**src/rtl/seq_pkg.sv**
```systemverilog
package seq_pkg;

    // Source of the next program-counter value
    typedef enum logic {
        PC_STEP = 1'b0,
        PC_LOAD = 1'b1
    } pc_src_e;

    localparam int unsigned SEQ_ADDR_W_DEF = 8;
    localparam int unsigned SEQ_OPC_W_DEF  = 6;
    localparam int unsigned SEQ_JMP_DEF    = 42;

    function automatic pc_src_e pick_src(input logic is_jump);
        return is_jump ? PC_LOAD : PC_STEP;
    endfunction

endpackage

```
**src/rtl/seq_jump_decode.sv**
```systemverilog
module seq_jump_decode
    import seq_pkg::*;
#(
    parameter int unsigned OPC_W    = SEQ_OPC_W_DEF,
    parameter int unsigned JMP_CODE = SEQ_JMP_DEF
) (
    input  logic [OPC_W-1:0] opcode_i,
    output pc_src_e          src_o
);
    localparam logic [OPC_W-1:0] JMP_VAL = OPC_W'(JMP_CODE);

    always_comb begin
        src_o = pick_src(opcode_i == JMP_VAL);
    end
endmodule

```
**src/rtl/seq_pc_counter.sv**
```systemverilog
module seq_pc_counter
    import seq_pkg::*;
#(
    parameter int unsigned ADDR_W = SEQ_ADDR_W_DEF
) (
    input  logic              clk,
    input  logic              rst,
    input  pc_src_e           src_i,
    input  logic [ADDR_W-1:0] target_i,
    output logic [ADDR_W-1:0] pc_o,
    output logic [ADDR_W-1:0] pc_inc_o
);
    localparam logic [ADDR_W-1:0] ONE = ADDR_W'(1);

    logic [ADDR_W-1:0] pc_q;

    always_comb begin
        pc_inc_o = pc_q + ONE;
    end

    always_ff @(posedge clk) begin
        if (rst) begin
            pc_q <= '0;
        end else begin
            case (src_i)
                PC_LOAD: pc_q <= target_i;
                default: pc_q <= pc_inc_o;
            endcase
        end
    end

    assign pc_o = pc_q;
endmodule

```
**src/rtl/seq_hold_reg.sv**
```systemverilog
module seq_hold_reg #(
    parameter int unsigned W = 8
) (
    input  logic         clk,
    input  logic         rst,
    input  logic         ld_i,
    input  logic [W-1:0] d_i,
    output logic [W-1:0] q_o
);
    always_ff @(posedge clk) begin
        if (rst) begin
            q_o <= '0;
        end else if (ld_i) begin
            q_o <= d_i;
        end
    end
endmodule

```
**src/rtl/seq_jal_sequencer.sv**
```systemverilog
module seq_jal_sequencer
    import seq_pkg::*;
#(
    parameter int unsigned ADDR_W   = SEQ_ADDR_W_DEF,
    parameter int unsigned OPC_W    = SEQ_OPC_W_DEF,
    parameter int unsigned JMP_CODE = SEQ_JMP_DEF
) (
    input  logic              clk,
    input  logic              rst,
    input  logic [OPC_W-1:0]  opcode_i,
    input  logic              tgt_we_i,
    input  logic [ADDR_W-1:0] tgt_wdata_i,
    input  logic              link_oe_i,
    output logic [ADDR_W-1:0] link_rdata_o,
    output logic [ADDR_W-1:0] code_addr_o
);
    pc_src_e           src;
    logic [ADDR_W-1:0] target_q;
    logic [ADDR_W-1:0] link_q;
    logic [ADDR_W-1:0] pc_inc;
    logic              take_jump;

    seq_jump_decode #(
        .OPC_W    (OPC_W),
        .JMP_CODE (JMP_CODE)
    ) u_dec (
        .opcode_i (opcode_i),
        .src_o    (src)
    );

    assign take_jump = (src == PC_LOAD);

    seq_pc_counter #(
        .ADDR_W (ADDR_W)
    ) u_pc (
        .clk      (clk),
        .rst      (rst),
        .src_i    (src),
        .target_i (target_q),
        .pc_o     (code_addr_o),
        .pc_inc_o (pc_inc)
    );

    // Software-written jump destination
    seq_hold_reg #(
        .W (ADDR_W)
    ) u_target (
        .clk  (clk),
        .rst  (rst),
        .ld_i (tgt_we_i),
        .d_i  (tgt_wdata_i),
        .q_o  (target_q)
    );

    // Address after the jump, captured only on a taken jump
    seq_hold_reg #(
        .W (ADDR_W)
    ) u_link (
        .clk  (clk),
        .rst  (rst),
        .ld_i (take_jump),
        .d_i  (pc_inc),
        .q_o  (link_q)
    );

    always_comb begin
        link_rdata_o = link_oe_i ? link_q : '0;
    end
endmodule

```
**config.mk**
```make
export PLATFORM = sky130hd
export DESIGN_NAME = seq_jal_sequencer
export DESIGN_NICKNAME = d
export VERILOG_FILES = /design/src/rtl/seq_pkg.sv /design/src/rtl/seq_jump_decode.sv /design/src/rtl/seq_pc_counter.sv /design/src/rtl/seq_hold_reg.sv /design/src/rtl/seq_jal_sequencer.sv
export SDC_FILE = /design/constraint.sdc
export NUM_CORES = 1
export LEC_CHECK = 0
export ABC_AREA = 1
export CAP_MARGIN = 30
export CORE_MARGIN = 8
export CORE_UTILIZATION = 44
export CTS_BUF_LIST = sky130_fd_sc_hd__clkbuf_2
export DETAILED_ROUTE_END_ITERATION = 6
export GPL_TIMING_DRIVEN = 0
export PLACE_DENSITY_LB_ADDON = 0.3
export SKIP_CTS_REPAIR_TIMING = 1
export SYNTH_ARGS = -nofsm -noshare
export SYNTH_HDL_FRONTEND = slang
export SYNTH_HIERARCHICAL = 1
export SYNTH_SLANG_ARGS = --single-unit
```
**constraint.sdc**
```tcl
create_clock -name clk -period 1.4 [get_ports clk]
set_input_delay 0.42 -clock clk [delete_from_list [all_inputs] [get_ports clk]]
set_output_delay 0.42 -clock clk [all_outputs]
set_load 0.005 [all_outputs]
```
### Yosys cells after proc, flatten, opt, wreduce, memory -nomap -nowiden

Cells that the tools add are included.

| storage, ports and cells | value |
|---|---|
| register bits | 24 |
| input bits | 18 |
| word-level logic and storage cells | 8 |
| output and inout bits | 16 |

| cells by class | value |
|---|---|
| muxes and demuxes | 3 |
| equal/unequal tests | 1 |
| $add $sub $neg | 1 |

Operator list:

| cell | count |
|---|---|
| $mux 8 | 2 |
| $add 8x1->8 const B | 1 |
| $eq 6x6->1 const B | 1 |
| $mux 1 | 1 |

### Depth between registers and ports, before layout

Gate-level depths: netlist of the first run.

| logic depth | value |
|---|---|
| depth after elaboration | 3 |
| gate-level depth with buffers | 10 |
| gate-level depth less buffers | 9 |

### Modules after synthesis

Netlist of the first run, hierarchy kept.

By module, submodules not included:

| module | seq. area each (µm²) | area an instance (µm²) | cells an instance | times used |
|---|---|---|---|---|
| seq_hold_reg | 160.2 | 341.6 | 51 | 2 |
| seq_pc_counter | 160.2 | 455.4 | 76 | 1 |
| seq_jal_sequencer | 0.0 | 65.1 | 17 | 1 |
| seq_jump_decode | 0.0 | 28.8 | 7 | 1 |

### Worst setup path before layout of the first run

OpenSTA, ideal clock, no wires.

| timing path | value |
|---|---|
| path type | input-to-reg |
| from | input port opcode_i[4] |
| to | register u_pc.pc_q[5], in the netlist u_pc/pc_o[5] |
| arrival time | 1.341 ns |
| path slack | -0.050 ns |
| data required time | 1.291 ns |
| stages on the path | 8 |
| path through | or2_0 > nor2_1 > inv_1 > buf_4 > nor2_1 > nor2_1 > nand2_1 > inv_1 |

| on the way | value |
|---|---|
| word-level cells in the longest chain between the ends | 3 |

Ends and longest elaborated chain:

| item | line | RTL |
|---|---|---|
| start, declared | seq_jal_sequencer.sv:10 | `input logic [OPC_W-1:0] opcode_i,` |
| $eq 6x6->1 | seq_jump_decode.sv:13 | `src_o = pick_src(opcode_i == JMP_VAL);` |
| $mux 1 | seq_pkg.sv:14 | `return is_jump ? PC_LOAD : PC_STEP;` |
| via src | seq_jal_sequencer.sv:17 | `pc_src_e src;` |
| $mux 8 | seq_pc_counter.sv:25 | `case (src_i)` |
| end signal, assigned | seq_pc_counter.sv:26 | `PC_LOAD: pc_q <= target_i;` |
| end signal, assigned | seq_pc_counter.sv:27 | `default: pc_q <= pc_inc_o;` |
| end, declared | seq_pc_counter.sv:15 | `logic [ADDR_W-1:0] pc_q;` |

The timed path passes the listed nets, and every way through them passes these cells.
A chain may end at the register's enable or synchronous reset.

### Worst setup path in the final report of the first run

Same ends and word-level chain as after synthesis.

==> results of run 1 <==
==> power by group through the flow <==
stage	combinational [mW]	clock [mW]	sequential, mW
5_1_grt	0.231	0.491	0.736
2_1_floorplan	0.0997	0	0.745
4_1_cts	0.181	0.467	0.735
6_report	0.200	0.453	0.731
3_5_place_dp	0.180	0	0.748
3_3_place_gp	0.178	0	0.748
==> synth_stat cells (all sizes together) <==
master and n:
clkbuf 1, buf 6, or2 1, a211oi 1, dfxtp 24, nand2 63
o21ai 4, ha 1, xor2 2, nor2 51, a21oi 1, nand3 6
inv 41
==> sequential cells by signal, summed over array words and instances, names as in the netlist <==
name	count
u_link/q_o	8
u_pc/pc_o	8
u_target/q_o	8
==> per-layer routing <==
| metal | wire length (um) | part of all wire (%) | global-route usage [%] |
|---|---|---|---|
| met5 | 0 | 0 | 0 |
| met4 | 8 | 0.31 | 3.76 |
| met3 | 157 | 6.1 | 2.10 |
| met2 | 1400 | 54 | 20.3 |
| met1 | 1030 | 40 | 11.3 |
==> worst paths after layout <==
check / from / end / slack (ps) / depth (start not counted)
max: opcode_i[4] / u_pc/pc_o[5]$_SDFF_PP0_ / 40 / 9
min: tgt_we_i / u_target/q_o[2]$_SDFFE_PP0P_ / 310 / 4
max reg2reg: u_pc/pc_o[0]$_SDFF_PP0_ / u_link/q_o[6]$_SDFFE_PP0P_ / 40 / 10
min reg2reg: u_pc/pc_o[0]$_SDFF_PP0_ / u_pc/pc_o[0]$_SDFF_PP0_ / 460 / 1
==> worst register-to-register path: stages (launching register included) <==
cell and delay [ps]:
dfxtp_4 400, buf_4 110, ha_2 220, nand3_4 110
nor2_1 130, nand2_1 80, nand2_1 70, inv_1 30
nand2_1 40, nand2_1 50, nor2_2 70
==> cell type report <==
class | instances | area share, %
Multi-Input combinational cell | 130 | 33.1
Sequential cell | 24 | 28.8
Timing Repair Buffer | 40 | 20.9
Inverter | 41 | 8.74
Buffer | 7 | 3.69
Tap cell | 31 | 2.20
Clock inverter | 1 | 1.70
Clock buffer | 3 | 0.852
==> layout by cell type, fill, tap and decap left out, types with 2 or more instances in the layout <==
cell             netlist  final
nand2_1               61     60
nor2_1                49     46
inv_1                 41     40
dlymetal6s2s_1         0     13
dfxtp_2                0     13
clkdlybuf4s50_1        0     10
clkbuf_2               0      9
buf_4                  1      8
dfxtp_1               24      8
buf_6                  4      5
nand3_1                6      5
buf_2                  1      4
nand2_2                2      3
nor2_2                 2      3
dfxtp_4                0      3
nor2_4                 0      2
o21ai_0                2      2
==> logic make-up (layout without fill, tap and decap cells) <==
kind of cell             Yosys count  in the layout  share of synthesized area [%]
AO/OA/AOI/OAI                      6              6                           2.64
XOR/XNOR                           2              2                           1.42
adder cells (fa/ha/maj)            1              1                           1.02
AND/OR/NAND/NOR                  121            121                           38.5
flip-flops                        24             24                           39.0
buffers and inverters             48             92                           17.5
==> metrics.csv, run 1 <==
metric,value,unit
largest net degree at the start of global routing,15,
worst clock skew,4.08,ps
multi-input logic area,583,um2
slew of the pin with the lowest slew margin,305,ps
Final Core Density,65.0,%
register bit total from synthesis,24,
cell area power density,786,mW/mm2
Peak Freq,734,MHz
Netlist cell types,18,
DRC errors left,0,
PnR worst setup slack,37.3,ps
Hold Path Class,in2reg,
P_int,1.07,mW
CP Launch Type,primary input,
post-place setup slack,-532,ps
"Avg Cell Area, Syn",6.10,um2
final wirelength,2.59,mm
first-pass GRT wire length,4.03,mm
slowest CP cell,clkdlybuf4s50_1,
Hold WS,315,ps
Avg Vias per Cell,4.35,
top post-synthesis cells by area,"dfxtp_1 39%, nand2_1 19%, nor2_1 15%",
crit path max fanout,5,
chip height,68.9,um
Final #Nets,266,
WS Path Type,in2reg,
Final setup viols,0,
MaxCap Viol Count,0,
num rows,19,
GPL Wtd Cong,0.792,
syn_nets,221,
initial antenna violation count,0,
post-route design area,0.00176,mm2
RSZ-0062 raised after global routing,true,
register area share after synthesis,39.0,%
WP buf/inv,4,
Placed Instances,264,
Fill cells,250,
"CP delay by family, top",buffers and inverters,
CTS tree,built,
Worst Path Required,1660,ps
via count,1206,
clk slew on worst S/H paths,230,ps
WL/cell,9.36,um
Max VDD drop,588,uV
Hold Fails Final Rpt,0,
diodes inserted,0,
Die Footprint,0.00475,mm2
global route total overflow,0,
GRT Total Usage,10.7,%
Synth area leader,dfxtp_1,
CP dominant cell by count,nor2_4,
worst skew pair latency,330,ps
Mapped Area,0.00123,mm2
"Min Clock Period, post-route",1360,ps
Comb power frac,14.5,%
drt pass-1 iters,4,
sequential cell area,508,um2
post-route ant nets,0,
core area,0.00271,mm2
Sequential Power Share,52.8,%
HPWL Detailed,1.88,mm
Net Sw Power,0.315,mW
status,"finished, final reports clean",
worst-path cell chain,"clkdlybuf4s50_1, or2_1, nor2_4, inv_2, buf_6, nor2_4, nor2_1, nand2_1, inv_1",
CP endpoint kind,register,
Worst EP arrival,1630,ps
Slew headroom,79.7,%
area growth from synthesis to layout,42.9,%
Synth top area share,39.0,%
max-slew violation count,0,
Leakage Power,1.12,nW
Starting Density,45.5,%
CTS root buffer,clkbuf_2,
Design Power,1.38,mW
Die X,68.9,um
# clock sinks,24,
Num CTS Buffers,3,
Non-Filler Instances,277,
Sw Share,22.8,%
vias in the first global route,1002,
Clock Power Share,32.7,%
Crit path largest cell delay,390,ps
Cells after Synth,202,
CTS H-tree depth,1,
Placed Instance Area,0.00158,mm2
setup total negative slack,0,ps
period utilization,97.3,%
warnings from Yosys,6,
port bufs,31,
DRT iter0 DRCs,64,
I/O pins,34,
share of cells above drive strength 1,22.8,%
clock buffer depth,2,
(Power assumes the default switching activity.)
==> run 2: changes to the inputs <==
--- a/config.mk
+++ b/config.mk
@@ -7,12 +7,14 @@
 export LEC_CHECK = 0
 export ABC_AREA = 1
 export CAP_MARGIN = 30
+export CELL_PAD_IN_SITES_DETAIL_PLACEMENT = 1
+export CELL_PAD_IN_SITES_GLOBAL_PLACEMENT = 1
 export CORE_MARGIN = 8
-export CORE_UTILIZATION = 44
+export CORE_UTILIZATION = 30
 export CTS_BUF_LIST = sky130_fd_sc_hd__clkbuf_2
 export DETAILED_ROUTE_END_ITERATION = 6
 export GPL_TIMING_DRIVEN = 0
-export PLACE_DENSITY_LB_ADDON = 0.3
+export PLACE_DENSITY = 0.8
 export SKIP_CTS_REPAIR_TIMING = 1
 export SYNTH_ARGS = -nofsm -noshare
 export SYNTH_HDL_FRONTEND = slang
==> run 2 against run 1 <==
  * Sequential power is 0.7% lower
  * Highest routed layer unchanged
  * Combinational power grew 10%
  * Critical path depth decreased by 6
  * Largest cell class unchanged
  * Register-to-register slack hardly changed
==> metrics.csv, run 2 (synthesis results as in run 1) <==
metric,value,unit,change
status,"finished, final reports clean",,
"commonest non-fill, non-tap cell in the layout",nand2_1,,
Reg-to-Reg End,u_link/q_o[4]$_SDFFE_PP0P_,,
Peak Freq,732,MHz,-0.29%
P_int,0.888,mW,-17%
worst skew pair latency,360,ps,+30 ps
drt pass-1 iters,4,,unchanged
Worst R2R Setup Slack,50,ps,about the same
port bufs,31,,unchanged
Avg Vias per Cell,4.16,,-4.4%
post-place setup slack,-566,ps,-34.1 ps
Design Power,1.24,mW,-11%
post-route design area,0.00181,mm2,+2.6%
GRT Total Usage,8.60,%,-2.1 points
max-slew violation count,0,,unchanged
MaxCap Viol Count,0,,unchanged
CTS root buffer,clkbuf_2,,
Worst Path Required,980,ps,-680 ps
worst reg2reg startpoint,u_pc/pc_o[0]$_SDFF_PP0_,,
Slew headroom,78.1,%,-1.6 points
final wirelength,3.51,mm,+36%
vias in the first global route,1122,,+12%
Hold Path Class,in2reg,,
crit path max fanout,2,,-3
end of the worst hold path,u_target/q_o[7]$_SDFFE_PP0P_,,
largest net degree at the start of global routing,14,,-1
clock buffer depth,2,,unchanged
Final setup viols,0,,unchanged
CTS tree,built,,
chip height,80.1,um,+16%
Net Sw Power,0.349,mW,+11%
Worst EP arrival,950,ps,-680 ps
Hold WS,278,ps,-36.6 ps
Leakage Power,1.15,nW,+2.1%
# clock sinks,24,,unchanged
diodes inserted,0,,unchanged
Fill cells,539,,+120%
global route total overflow,0,,unchanged
CP Launch Type,register,,
Max VDD drop,314,uV,-47%
cell area power density,685,mW/mm2,-13%
hold path depth,4,,unchanged
Sw Share,28.2,%,+5.4 points
Final #Nets,270,,+1.5%
DRC errors left,0,,unchanged
Placed Instances,283,,+7.2%
CP endpoint kind,output pin,,
share of cells above drive strength 1,24.0,%,+1.2 points
core area,0.00397,mm2,+47%
first-pass GRT wire length,4.53,mm,+13%
Die Footprint,0.00642,mm2,+35%
WS Path Type,reg2out,,
GPL Wtd Cong,0.715,,-9.8%
hold path start,tgt_we_i,,
Clock Power Share,23.5,%,-9.2 points
I/O pins,34,,unchanged
post-route ant nets,0,,unchanged
via count,1249,,+3.6%
Reg2Reg Depth,9,,-1
WL/cell,11.7,um,+25%
Die X,80.1,um,+16%
worst clock skew,20.1,ps,+16.1 ps
num rows,23,,+4
CTS H-tree depth,1,,unchanged
Non-Filler Instances,300,,+8.3%
DRT iter0 DRCs,22,,-66%
"Min Clock Period, post-route",1370,ps,+3.95 ps
area growth from synthesis to layout,46.6,%,
most frequent cells in the layout,"60 x nand2_1, 46 x nor2_1, 39 x inv_1, 14 x dlymetal6s2s_1, 12 x buf_4",,
Comb power frac,17.8,%,+3.3 points
HPWL Detailed,2.27,mm,+21%
period utilization,97.6,%,+0.28 points
clk slew on worst S/H paths,260,ps,+30 ps
slew of the pin with the lowest slew margin,328,ps,+23.4 ps
Placed Instance Area,0.00161,mm2,+1.5%
Hold Fails Final Rpt,0,,unchanged
Num CTS Buffers,3,,unchanged
initial antenna violation count,0,,unchanged
multi-input logic area,593,um2,+1.7%
Sequential Power Share,58.7,%,+5.9 points
Starting Density,31.0,%,-14 points
RSZ-0062 raised after global routing,true,,
sequential cell area,513,um2,+0.99%
PnR worst setup slack,33.3,ps,-3.95 ps
[run 2: changes by cell type in the layout (fill, tap and decap cells not counted), moves of 2 or more]
cell,delta
clkbuf_2,-6
dfxtp_2,-2
dfxtp_4,+2
buf_4,+4
buf_2,+6
[run 2: worst max-delay path: stages (launching register included)]
cell and delay (ps):
dfxtp_2 390, nand2_1 50, inv_1 50, buf_2 100
[run 2: metal layers]
layer | vias up | wire length [um] | track usage, %
li1 | 669 | - | -
met1 | 556 | 1540 | 8.73
met2 | 22 | 1890 | 16.8
met3 | 2 | 77 | 1.79
met4 | 0 | 6 | 2.73
met5 | - | 0 | 0
[run 2: worst max-delay path by stage]
stage | from | to | slack (ps) | depth (start not counted)
after floorplan | opcode_i[4] | u_pc/pc_o[5]$_SDFF_PP0_ | 10 | 8
after global placement | opcode_i[4] | u_pc/pc_o[7]$_SDFF_PP0_ | -550 | 9
after detailed placement | opcode_i[4] | u_pc/pc_o[4]$_SDFF_PP0_ | -570 | 9
after CTS | u_pc/pc_o[0]$_SDFF_PP0_ | code_addr_o[0] | -390 | 1
after global routing | u_link/q_o[7]$_SDFFE_PP0P_ | link_rdata_o[7] | -60 | 3
final | u_link/q_o[7]$_SDFFE_PP0P_ | link_rdata_o[7] | 30 | 3
[run 2: area by class of cell]
type | count | area share, %
clock inverters | 1 | 0.208
plain buffers | 7 | 3.60
multi-input cells | 130 | 32.8
well taps | 50 | 3.46
inverters | 41 | 8.52
flip-flops and latches | 24 | 28.4
clock buffers | 3 | 0.831
repair buffers | 44 | 22.2
[run 2: per-stage QoR]
| step | TNS, ps | utilization (%) |
|---|---|---|
| 2_1_floorplan | 0 | - |
| 3_3_place_gp | -8480 | 40.5 |
| 3_5_place_dp | -8830 | 40.5 |
| 4_1_cts | -6570 | 41.0 |
| 5_1_grt | -482 | 45.5 |
| 6_report | 0 | 45.5 |
[run 2: power groups by stage]
| stage | clock network (mW) | logic (mW) | registers (mW) |
|---|---|---|---|
| floorplan | 0 | 0.0997 | 0.745 |
| global placement | 0 | 0.180 | 0.748 |
| detailed placement | 0 | 0.185 | 0.749 |
| CTS | 0.286 | 0.188 | 0.736 |
| global route | 0.338 | 0.249 | 0.731 |
| finish | 0.290 | 0.220 | 0.726 |
